<file path="config.mk">
export PLATFORM = sky130hd
export DESIGN_NAME = pix_point_unit
export DESIGN_NICKNAME = d
export VERILOG_FILES = /design/src/rtl/pxop_pkg.sv /design/src/rtl/pxop_gain_adj.sv /design/src/rtl/pxop_chan_lanes.sv /design/src/rtl/pix_point_unit.sv
export SDC_FILE = /design/constraint.sdc
export NUM_CORES = 1
export LEC_CHECK = 0
export BUFFER_PORTS_ARGS = -buffer_cell sky130_fd_sc_hd__buf_2
export CORE_ASPECT_RATIO = 0.8
export CORE_MARGIN = 1
export CORE_UTILIZATION = 40
export CTS_CLUSTER_SIZE = 10
export DETAILED_ROUTE_END_ITERATION = 6
export GPL_TIMING_DRIVEN = 0
export SLEW_MARGIN = 20
export SYNTH_ARGS = -nofsm -noshare
export SYNTH_HDL_FRONTEND = slang
export SYNTH_SLANG_ARGS = --single-unit
</file>
<file path="constraint.sdc">
create_clock -name clk -period 8.41 [get_ports clk]
set_clock_uncertainty 0.05 [all_clocks]
set_input_delay 0.841 -clock clk [delete_from_list [all_inputs] [get_ports clk]]
set_output_delay 0.841 -clock clk [all_outputs]
set_load 0.01 [all_outputs]
</file>
<file path="src/rtl/pxop_pkg.sv">
package pxop_pkg;
  localparam int NLANE = 6;
  typedef enum logic [2:0] {
    OP_BRT_UP = 3'd0,
    OP_BRT_DN = 3'd1,
    OP_CON_UP = 3'd2,
    OP_CON_DN = 3'd3,
    OP_NEG    = 3'd4,
    OP_THR    = 3'd5
  } op_e;
endpackage

</file>
<file path="src/rtl/pxop_gain_adj.sv">
module pxop_gain_adj #(
  parameter int GW = 8
) (
  input  logic [GW-1:0] gain,
  input  logic [GW-1:0] step,
  output logic [GW-1:0] gain_up,
  output logic [GW-1:0] gain_dn
);
  logic [GW:0] up_sum;
  always_comb begin
    up_sum  = {1'b0, gain} + {1'b0, step};
    gain_up = up_sum[GW] ? {GW{1'b1}} : up_sum[GW-1:0];
    gain_dn = (gain >= step) ? (gain - step) : '0;
  end
endmodule

</file>
<file path="src/rtl/pxop_chan_lanes.sv">
module pxop_chan_lanes
  import pxop_pkg::*;
#(
  parameter int CW   = 8,
  parameter int GW   = 8,
  parameter int FRAC = 4
) (
  input  logic [CW-1:0]                x,
  input  logic [CW-1:0]                ofs,
  input  logic [GW-1:0]                g_up,
  input  logic [GW-1:0]                g_dn,
  input  logic [CW-1:0]                thr,
  output logic [NLANE-1:0][CW-1:0]     res
);
  localparam int PW   = CW + GW + 2;
  localparam int MID  = 1 << (CW - 1);
  localparam int MAXV = (1 << CW) - 1;
  localparam logic signed [PW-1:0] MID_S = PW'(MID);
  localparam logic signed [PW-1:0] MAX_S = PW'(MAXV);

  // distance from mid-gray, scaled and re-centred, then clamped
  function automatic logic [CW-1:0] scale(input logic [CW-1:0] c, input logic [GW-1:0] g);
    logic signed [PW-1:0] d, gs, prod, sum;
    d    = $signed({{(PW-CW){1'b0}}, c}) - MID_S;
    gs   = $signed({{(PW-GW){1'b0}}, g});
    prod = d * gs;
    sum  = (prod >>> FRAC) + MID_S;
    if (sum < 0)          scale = '0;
    else if (sum > MAX_S) scale = {CW{1'b1}};
    else                  scale = sum[CW-1:0];
  endfunction

  logic [CW:0] add_sum;
  always_comb begin
    add_sum        = {1'b0, x} + {1'b0, ofs};
    res[OP_BRT_UP] = add_sum[CW] ? {CW{1'b1}} : add_sum[CW-1:0];
    res[OP_BRT_DN] = (x >= ofs) ? (x - ofs) : '0;
    res[OP_CON_UP] = scale(x, g_up);
    res[OP_CON_DN] = scale(x, g_dn);
    res[OP_NEG]    = ~x;
    res[OP_THR]    = (x >= thr) ? {CW{1'b1}} : '0;
  end
endmodule

</file>
<file path="src/rtl/pix_point_unit.sv">
module pix_point_unit
  import pxop_pkg::*;
#(
  parameter int CW   = 8,
  parameter int NCH  = 3,
  parameter int GW   = 8,
  parameter int FRAC = 4,
  parameter int SW   = 3
) (
  input  logic              clk,
  input  logic              rst,
  input  logic              in_valid,
  input  logic [NCH*CW-1:0] in_pix,
  input  logic [SW-1:0]     op_sel,
  input  logic [CW-1:0]     bright_ofs,
  input  logic [GW-1:0]     con_gain,
  input  logic [GW-1:0]     con_step,
  input  logic [CW-1:0]     thr_level,
  output logic              out_valid,
  output logic [NCH*CW-1:0] out_pix
);
  localparam int PXW = NCH * CW;

  logic [GW-1:0] g_up, g_dn;
  pxop_gain_adj #(.GW(GW)) u_gain (
    .gain(con_gain), .step(con_step), .gain_up(g_up), .gain_dn(g_dn)
  );

  logic [NLANE-1:0][CW-1:0] lane_c [NCH];
  logic [NLANE-1:0][CW-1:0] lane_q [NCH];
  logic [PXW-1:0] pix_q;
  logic [SW-1:0]  sel_q;
  logic           vld_q;

  for (genvar ch = 0; ch < NCH; ch++) begin : g_ch
    pxop_chan_lanes #(.CW(CW), .GW(GW), .FRAC(FRAC)) u_lanes (
      .x(in_pix[ch*CW +: CW]), .ofs(bright_ofs), .g_up(g_up), .g_dn(g_dn),
      .thr(thr_level), .res(lane_c[ch])
    );
    always_ff @(posedge clk) begin
      if (rst)           lane_q[ch] <= '0;
      else if (in_valid) lane_q[ch] <= lane_c[ch];
    end
  end

  // stage 1: lane results, operation code and raw pixel travel together
  always_ff @(posedge clk) begin
    if (rst) begin
      vld_q <= 1'b0;
      sel_q <= '0;
      pix_q <= '0;
    end else begin
      vld_q <= in_valid;
      if (in_valid) begin
        sel_q <= op_sel;
        pix_q <= in_pix;
      end
    end
  end

  // stage 2: lane selection into the output register
  logic [PXW-1:0] pick;
  always_comb begin
    for (int ch = 0; ch < NCH; ch++) begin
      if (sel_q < SW'(NLANE)) pick[ch*CW +: CW] = lane_q[ch][sel_q];
      else                    pick[ch*CW +: CW] = pix_q[ch*CW +: CW];
    end
  end

  always_ff @(posedge clk) begin
    if (rst) begin
      out_valid <= 1'b0;
      out_pix   <= '0;
    end else begin
      out_valid <= vld_q;
      if (vld_q) out_pix <= pick;
    end
  end
endmodule

</file>
==> out/results.ini <==
[run_status]
outcome=finished, violations left
violations=design-rule violations

[timing]
final-setup-viol-count=0
period_minus_slack_ns=8.190
hold_viol_final=0
slew_headroom_pct=27.10
fmax_ghz=0.1221
holdWs_ns=0.4331
fin_setup_tns_ns=0
worst_pin_slew_ns=1.090
period_share_pct=97.39
report.final.slew_viol_count=0

[setup_path]
crit_path_end=lane_q[2][17]$_SDFFCE_PP0P_
reg2reg_slack_ns=5.03
critPathMaxStageDelay_ns=0.56
worstRegToRegCells=7
crit_type=input pin to register
slowest_stage=o311ai_4
critPathRequiredTime_ns=8.51
endpoint_kind=register
path_max_fanout=8
cp.arrival_ns=8.29
cp_common_cell=inv_1
cp-startpoint=con_gain[0]
r2r-start=sel_q[0]$_SDFFE_PP0P_
start_kind=input pin
rr_endpoint=out_pix[18]$_SDFFE_PP0P_

[final_layout]
layout.nets=3929
n_fill_cell=6549
drive_gt1_share_pct=10.94
stdcell_count=4159
postLayoutCoreUtil_pct=46.01
final_cell_mix=inv_1, fa_1, ha_1, a21oi_1, nor2_1
areaGrowthSynthToFinish_pct=13.31
final_common_cell=inv_1
multi_input_area_um2=20790
sequential_cell_area_um2=4755

[clock_tree]
cts.sinks=176
clock_latency_ns=0.45
cts_hold_buffers=0
cts_root_buffer=clkbuf_16
cts_made_buffers=17
tritoncts=yes
clk_path_buf_depth=2
h-tree-depth=4
path_clk_slew_ns=0.07

[die]
rows=85
initial_core_util_pct=40.61
die_height_um=236.2
die_w_um=294.7
core_um2=67530
ios=87
die_area_um2=69610

[logic_synthesis]
muxShareOfSynthArea_pct=2.929
synth_top_area_cell=fa_1
synth_cells=3082
netlist-cell-type-count=83
ys_seq_elements=176
synthAdderAreaFrac_pct=38.44
netlist_area_um2=27420
synth_compound_area_share_pct=13.87
yosysWarnings=0
synth-edff-count=123
syn_nets=3780
synth_ff_type=edfxtp_1
synthSimpleGateAreaFrac_pct=14.36
async_flop_share_pct=0
synth-xor-area-share_pct=3.066
synth_top_family_by_area=adder cells
seq_area_frac_synth_pct=17.34
yosysTopAreaCellShare_pct=25.11
synth.top_cells.by_area=fa_1, edfxtp_1, ha_1
postSynthAreaPerCell_um2=8.898

[global_routing]
grtUsageTotal_pct=24.32
antenna_found_initial=7
grt_max_degree=47
grt_pass1_vias=21668
grt_pass1_wl_um=128100
grt_overflow=0

[place]
place.gp.congestion=0.9294
dp_cells=4082
numPortBuffers=85
place_hpwl_um=66440

[detailed_routing]
wl_per_cell_um=20.22
routed_wl_um=84090
vias=22472
routed_via_density=5.403
first_pass_iters=7
drc=2
drtIter0Drc=1803
final_antenna_net_count=0

[flow_run]
maxCapViolCount=0

[worst_hold_path]
hold_class=register to register

[critical path: cells and delay by family]
family                   cells  cell delay [ns]
buffers and inverters        9             0.86
adder cells (fa/ha/maj)      8             3.15
AO/OA/AOI/OAI               12             2.51
AND/OR/NAND/NOR              8             0.92
[metrics by stage]
stage               cell area (um2)  setup slack (ns)
finish                        31070            0.2197
global route                  31070          -0.06544
CTS                           30220           0.01000
detailed placement            29100            -1.528
global placement              29010            -1.806
floorplan                     27440          0.009430
[timing repair]
action                                  4_1_cts  5_1_grt
cloned                                        0        2
resized for setup                           125      155
endpoints found under the setup margin       48       48
pin swaps                                    11       50
setup buffers                                13       35
[final cells by class]
cell class	count	share of cell area (%)
diodes	2	0.01611
clock inverters	10	0.4107
inverters	605	7.316
plain buffers	118	2.045
repair buffers	137	2.847
well taps	913	3.676
flip-flops and latches	176	15.30
clock buffers	22	1.494
multi-input cells	2176	66.89
[synth_stat cells, types with 9 or more instances]
cell type and number:
and2_1 113, nor2b_1 33, o21bai_1 19, nand3_1 24, nand2_1 165, a31oi_1 14
nand4_1 11, a211oi_1 31, o21ai_0 89, mux2i_1 78, nand4b_1 9, buf_1 10
fa_1 344, inv_1 598, xor2_1 27, a21oi_1 211, nand2b_1 46, or4_1 9
nor3_1 49, ha_1 292, or3_1 18, and3_1 72, dfxtp_1 53, o21a_1 32
nor2_1 174, edfxtp_1 123, nor4_1 19, o21ai_1 9, o211ai_1 13, xnor2_1 69
a22oi_1 51, clkbuf_1 114, a21o_1 62
[routing by layer]
layer / GRT usage [%] / part of all wire, % / vias to the layer above
met4: 5.556 / 2.0 / 0
met3: 4.127 / 8.6 / 89
met5: 0 / 0 / -
li1: - / - / 10460
met1: 37.05 / 48 / 11074
met2: 35.49 / 42 / 849
[registers in the layout, indices dropped and copies added, names as in the netlist]
register / flops
lane_q: 123
out_pix: 24
pix_q: 24
sel_q: 3
out_valid: 1
vld_q: 1
[worst min path at each step]
stage | start | endpoint | slack [ns] | cells past startpoint
after floorplan | pix_q[0]$_SDFFE_PP0P_ | pix_q[0]$_SDFFE_PP0P_ | 0.41 | 2
after global placement | pix_q[3]$_SDFFE_PP0P_ | pix_q[3]$_SDFFE_PP0P_ | 0.42 | 2
after global routing | out_pix[15]$_SDFFE_PP0P_ | out_pix[15]$_SDFFE_PP0P_ | 0.45 | 2
after CTS | out_pix[6]$_SDFFE_PP0P_ | out_pix[6]$_SDFFE_PP0P_ | 0.43 | 2
after detailed placement | out_pix[6]$_SDFFE_PP0P_ | out_pix[6]$_SDFFE_PP0P_ | 0.43 | 2
final | out_pix[20]$_SDFFE_PP0P_ | out_pix[20]$_SDFFE_PP0P_ | 0.43 | 2
[cell families (layout without fill, tap and decap cells)]
logic type,Yosys count,in the layout
xor+xnor,96,96
compound gates,598,598
fa+ha+maj,636,636
other cells,0,2
mux,80,80
simple gates,766,766
flops,176,176
buf+inv,730,892
Power is left out: the tool's default activity adds up to more than one toggle a clock period on the data nets, which glitch-free logic cannot reach.
